===== src/rtl/sprite_blitter.sv =====
module sprite_blitter #(
  parameter logic [7:0]  CTRL_PORT = 8'hB0,
  parameter logic [7:0]  SET_PORT  = 8'hB1,
  parameter logic [15:0] FB_BASE   = 16'hBF00,
  parameter int          FB_W      = 128,
  parameter int          FB_H      = 128
) (
  input  logic        clk,
  input  logic        rst_n,
  input  logic        io_wr,
  input  logic [7:0]  io_addr,
  input  logic [7:0]  io_wdata,
  output logic [7:0]  io_rdata,
  output logic        busy,
  output logic        mem_rd,
  output logic        mem_wr,
  output logic [15:0] mem_addr,
  output logic [7:0]  mem_wdata,
  input  logic [7:0]  mem_rdata
);
  localparam logic [9:0]  W_LIM   = 10'(FB_W);
  localparam logic [9:0]  H_LIM   = 10'(FB_H);
  localparam logic [15:0] ROW_LEN = 16'(FB_W);

  typedef enum logic [1:0] {IDLE, FETCH, STORE} state_t;
  state_t state;

  logic        set_mode;
  logic [2:0]  set_idx;
  logic [15:0] s_addr;
  logic [7:0]  s_x, s_y, s_w, s_h;
  logic        dir_wr, trans;
  logic [7:0]  col, row;
  logic [15:0] ptr;

  logic [8:0]  ax, ay;
  logic [15:0] row_off, fb_addr;
  logic        visible, last_px, step, ctl_hit, set_hit, start_ok;

  assign ax       = 9'(s_x) + 9'(col);
  assign ay       = 9'(s_y) + 9'(row);
  assign row_off  = 16'({7'd0, ay}) * ROW_LEN;
  assign fb_addr  = FB_BASE + row_off + 16'(ax);
  assign visible  = ({1'b0, ax} < W_LIM) && ({1'b0, ay} < H_LIM);
  assign last_px  = (col == s_w - 8'd1) && (row == s_h - 8'd1);
  assign step     = (state == STORE) || (state == FETCH && !visible);
  assign ctl_hit  = io_wr && io_addr == CTRL_PORT;
  assign set_hit  = io_wr && io_addr == SET_PORT;
  assign start_ok = !io_wdata[7] && (io_wdata[0] || io_wdata[2]) &&
                    s_w != 8'd0 && s_h != 8'd0;

  assign io_rdata  = (io_addr == CTRL_PORT || io_addr == SET_PORT) ? io_addr : 8'h00;
  assign busy      = state != IDLE;
  assign mem_rd    = state == FETCH && visible;
  assign mem_wr    = state == STORE && !(dir_wr && trans && mem_rdata[7]);
  assign mem_addr  = ((state == FETCH) == dir_wr) ? ptr : fb_addr;
  assign mem_wdata = dir_wr ? {4'h0, mem_rdata[3:0]} : mem_rdata;

  always_ff @(posedge clk) begin
    if (!rst_n) begin
      state    <= IDLE;
      set_mode <= 1'b0;
      set_idx  <= '0;
      s_addr   <= '0;
      s_x      <= '0;
      s_y      <= '0;
      s_w      <= '0;
      s_h      <= '0;
      dir_wr   <= 1'b0;
      trans    <= 1'b0;
      col      <= '0;
      row      <= '0;
      ptr      <= '0;
    end else if (state == IDLE) begin
      if (ctl_hit) begin
        set_mode <= io_wdata[7];
        set_idx  <= '0;
        if (start_ok) begin
          state  <= FETCH;
          dir_wr <= io_wdata[0];
          trans  <= io_wdata[1];
          col    <= '0;
          row    <= '0;
          ptr    <= s_addr;
        end
      end else if (set_hit && set_mode && set_idx < 3'd6) begin
        set_idx <= set_idx + 3'd1;
        case (set_idx)
          3'd0:    s_addr[7:0]  <= io_wdata;
          3'd1:    s_addr[15:8] <= io_wdata;
          3'd2:    s_x          <= io_wdata;
          3'd3:    s_y          <= io_wdata;
          3'd4:    s_w          <= io_wdata;
          default: s_h          <= io_wdata;
        endcase
      end
    end else if (step) begin
      ptr <= ptr + 16'd1;
      if (col == s_w - 8'd1) begin
        col <= '0;
        row <= row + 8'd1;
      end else begin
        col <= col + 8'd1;
      end
      state <= last_px ? IDLE : FETCH;
    end else begin
      state <= STORE;
    end
  end
endmodule



===== config.mk =====
export PLATFORM = sky130hd
export DESIGN_NAME = sprite_blitter
export DESIGN_NICKNAME = d
export VERILOG_FILES = /design/src/rtl/sprite_blitter.sv
export SDC_FILE = /design/constraint.sdc
export NUM_CORES = 1
export LEC_CHECK = 0
export ABC_AREA = 1
export BUFFER_PORTS_ARGS = -buffer_cell sky130_fd_sc_hd__buf_2
export CORE_MARGIN = 3
export CORE_UTILIZATION = 60
export CTS_CLUSTER_SIZE = 25
export DETAILED_ROUTE_END_ITERATION = 10
export PLACE_DENSITY = 0.88
export SYNTH_ARGS = -nofsm -noshare
export SYNTH_HDL_FRONTEND = slang
export SYNTH_SLANG_ARGS = --single-unit

===== constraint.sdc =====
create_clock -name clk -period 4.49 [get_ports clk]
set_clock_uncertainty 0.1 [all_clocks]
set_input_delay 0.2245 -clock clk [delete_from_list [all_inputs] [get_ports clk]]
set_output_delay 0.2245 -clock clk [all_outputs]
set_load 0.05 [all_outputs]

==> flow_summary.json <==
{
  "p_leak_uw": 0.00285,
  "crit_required_ns": 4.17,
  "min_path_type": "input pin to flop",
  "grt_pass1_wl_mm": 26.1,
  "cp-end-kind": "primary output",
  "rows": 36,
  "worstPathArrival_ns": 3.84,
  "synth_common_cells": "171 x nand2_1, 125 x nor2_1, 108 x inv_1, 88 x dfxtp_1, 73 x o21ai_0",
  "fillers": 866,
  "worstPathMaxFanout": 5,
  "setup-violations-final": 0,
  "multiInputGateArea_sq_um": 3810,
  "cts_tree": "built",
  "synth_top_area_share": 0.281,
  "vias": 5973,
  "hold_viol_final": 0,
  "dp_hpwl_mm": 11.7,
  "grt_pass1_vias": 5400,
  "synth_area_leaders": "dfxtp_1 28%, nand2_1 10%, nor2_1 7.5%",
  "ys_ff_latch": 88,
  "crit-reg2reg-launch": "col[0]$_SDFFE_PN0P_",
  "cts_made_buffers": 9,
  "place_ws_ns": 0.574,
  "synth_edf_count": 0,
  "worstSetupStartpoint": "col[0]$_SDFFE_PN0P_",
  "port_buffers": 49,
  "layout_setup_ws_ns": 0.327,
  "drc": 0,
  "ys_warn_count": 0,
  "synth_top_flop_cell": "dfxtp_1",
  "seq_area_frac_synth": 0.281,
  "synth_compound_area_frac": 0.159,
  "die-area_sq_um": 11700,
  "first_iter_violations": 462,
  "clkTransAtPathRegs_ns": 0.09,
  "cts_hold_buffers": 0,
  "worst_skew_pair.late_latency_ns": 0.38,
  "r2r_setup_slack_ns": 1.64,
  "hp-start": "io_wdata[0]",
  "synth_area_sq_um": 6270,
  "n_antenna_cell": 0,
  "synth_top_area_cell": "dfxtp_1",
  "antenna_found_initial": 0,
  "drive_gt1_frac": 0.153,
  "cts_buffer_depth": 2,
  "period_share": 0.927,
  "area_delta_synth_final_pct": 6.85,
  "max-vdd-ir-drop_mv": 0.234,
  "period_needed_ns": 4.16,
  "min_to": "dir_wr$_SDFFE_PN0P_",
  "die_h_um": 108,
  "worstSetupStartpointType": "flop",
  "ios": 62,
  "synth_mux_area_frac": 0,
  "power_density_nw_per_um2": 220,
  "postCtsSetupBuffers": 0,
  "ant_nets": 0,
  "yosysMostFrequentCell": "nand2_1",
  "timing.rr.end": "col[6]$_SDFFE_PN0P_",
  "regArea_sq_um": 1760,
  "fin_nets": 1017,
  "synth_fa_ha_area_frac": 0.0795,
  "yosys.area_share.simple": 0.319,
  "tns_ns": 0,
  "rr_worst_depth": 13,
  "post_drt_via_cell_ratio": 5.48,
  "place.gp.congestion": 0.966,
  "hold-worst-slack_ns": 0.102,
  "fmax_ghz": 0.240,
  "grt-ovfl-total": 0,
  "rsz0062_at_grt": "no",
  "hold_depth": 3,
  "grt_usage": 0.285,
  "drt_wl_total_mm": 16.2,
  "synth_cell_types": 48,
  "path_class": "flop to primary output",
  "avgSynthCellArea_sq_um": 6.80,
  "slew_headroom": 0.465,
  "synth_xor_area_frac": 0.0475,
  "initial_core_util": 0.630,
  "die_x_um": 108,
  "maxCapViolCount": 0,
  "status": "finished, final reports clean",
  "wl_per_cell_um": 14.9,
  "tightest_slew_ns": 0.800,
  "synthCells": 922,
  "grt_max_degree": 73,
  "async_flop_share": 0,
  "synth_top_family_by_area": "simple AND/OR/NAND/NOR gates",
  "drtPass1Iterations": 8,
  "cts_root_buffer": "clkbuf_8",
  "core_sq_um": 9950,
  "slew_violations": 0,
  "cts_sinks": 88,
  "ctsHtreeMaxLevel": 3
}
-- through the flow --
step	power, uW	std cells	utilization	area, sq um
global placement	871	1074	0.650	6470
CTS	1480	1090	0.672	6690
global route	1510	1090	0.673	6700
finish	1470	1090	0.673	6700
detailed placement	871	1074	0.650	6470
floorplan	852	925	-	6280
-- worst max path at each step --
stage	endpoint	slack, ns	depth (start not counted)
after detailed placement	mem_addr[14]	0.57	21
after CTS	mem_addr[14]	0.14	21
after floorplan	mem_addr[14]	0.17	20
after global routing	mem_addr[14]	0.04	21
after global placement	mem_addr[14]	0.65	21
final	mem_addr[14]	0.33	21
-- cells by family (layout without fill, tap and decap cells) --
family,after synthesis,count (layout)
other,1,4
AO/OA/AOI/OAI,177,177
AND/OR/NAND/NOR,425,425
buffers and inverters,159,191
XOR/XNOR,34,34
flip-flops,88,88
adder cells (fa/ha/maj),38,38
-- state kept, by name (all words and copies together), names as in the netlist, 2 cells and up --
signal / count
col: 8
ptr: 16
row: 8
s_addr: 16
s_h: 8
s_w: 8
s_x: 8
s_y: 8
set_idx: 3
state: 2
-- power by group --
group	switching [uW]	internal [uW]	leakage, uW	total, uW
Combinational	56.9	17.5	0.00203	74.4
Sequential	0.0222	780	0.000709	780
Clock	293	326	0.000112	618
-- routing by layer --
| layer | vias to the layer above | part of all wire | GRT usage |
|---|---|---|---|
| met1 | 2633 | 0.41 | 0.369 |
| met2 | 280 | 0.46 | 0.463 |
| li1 | 3019 | - | - |
| met3 | 41 | 0.098 | 0.0627 |
| met5 | - | 0 | 0 |
| met4 | 0 | 0.034 | 0.115 |
-- what timing repair did --
action	4_1_cts	5_1_grt
setup endpoints to repair	0	1
gates resized for setup	0	5
endpoints found under the hold margin	0	0
-- critical path, cell delays in order (launching register included) --
cell and delay [ns]:
dfxtp_2 0.38, ha_1 0.18, inv_1 0.06, fa_1 0.39
nand3b_1 0.17, nand2_1 0.11, nand2_1 0.06, nand2_1 0.08
inv_1 0.05, ha_1 0.26, inv_1 0.04, ha_1 0.21
fa_1 0.40, nand2_1 0.08, nand2_1 0.06, a21oi_2 0.15
nor2_1 0.07, o21ai_1 0.11, nand2_1 0.07, xnor2_1 0.12
o21ai_0 0.17, buf_4 0.24
-- cells in the final DEF (no fill, tap or decap), types with 3 or more instances in the layout --
master | netlist | final
inv_2 | 12 | 12
a31oi_1 | 4 | 4
nor2_4 | 4 | 4
xor2_1 | 22 | 22
nor3_1 | 13 | 13
nand4_4 | 4 | 4
ha_1 | 35 | 35
nand4_1 | 15 | 15
nand2_2 | 15 | 15
buf_4 | 10 | 3
nor2_2 | 6 | 6
conb_1 | 1 | 4
clkbuf_8 | 0 | 10
nor2_1 | 125 | 125
a21oi_1 | 54 | 53
nand3b_1 | 3 | 3
o21ai_0 | 73 | 72
fa_1 | 3 | 3
nand3_2 | 5 | 5
dfxtp_1 | 88 | 87
o21ai_1 | 25 | 26
inv_1 | 108 | 108
a21oi_2 | 11 | 12
nand2_1 | 171 | 171
nor3_2 | 3 | 3
or2_2 | 4 | 4
xnor2_1 | 12 | 12
clkinv_2 | 0 | 3
nand2_4 | 3 | 3
nand3_1 | 48 | 48
buf_2 | 6 | 48
-- final cells by class --
cell class              instances  area share
flip-flops and latches         88       0.263
well taps                     133      0.0249
clock inverters                 6      0.0123
repair buffers                 51      0.0392
inverters                     124      0.0710
multi-input cells             678       0.569
clock buffers                  10      0.0206
Power figures use the tool's default switching activity.
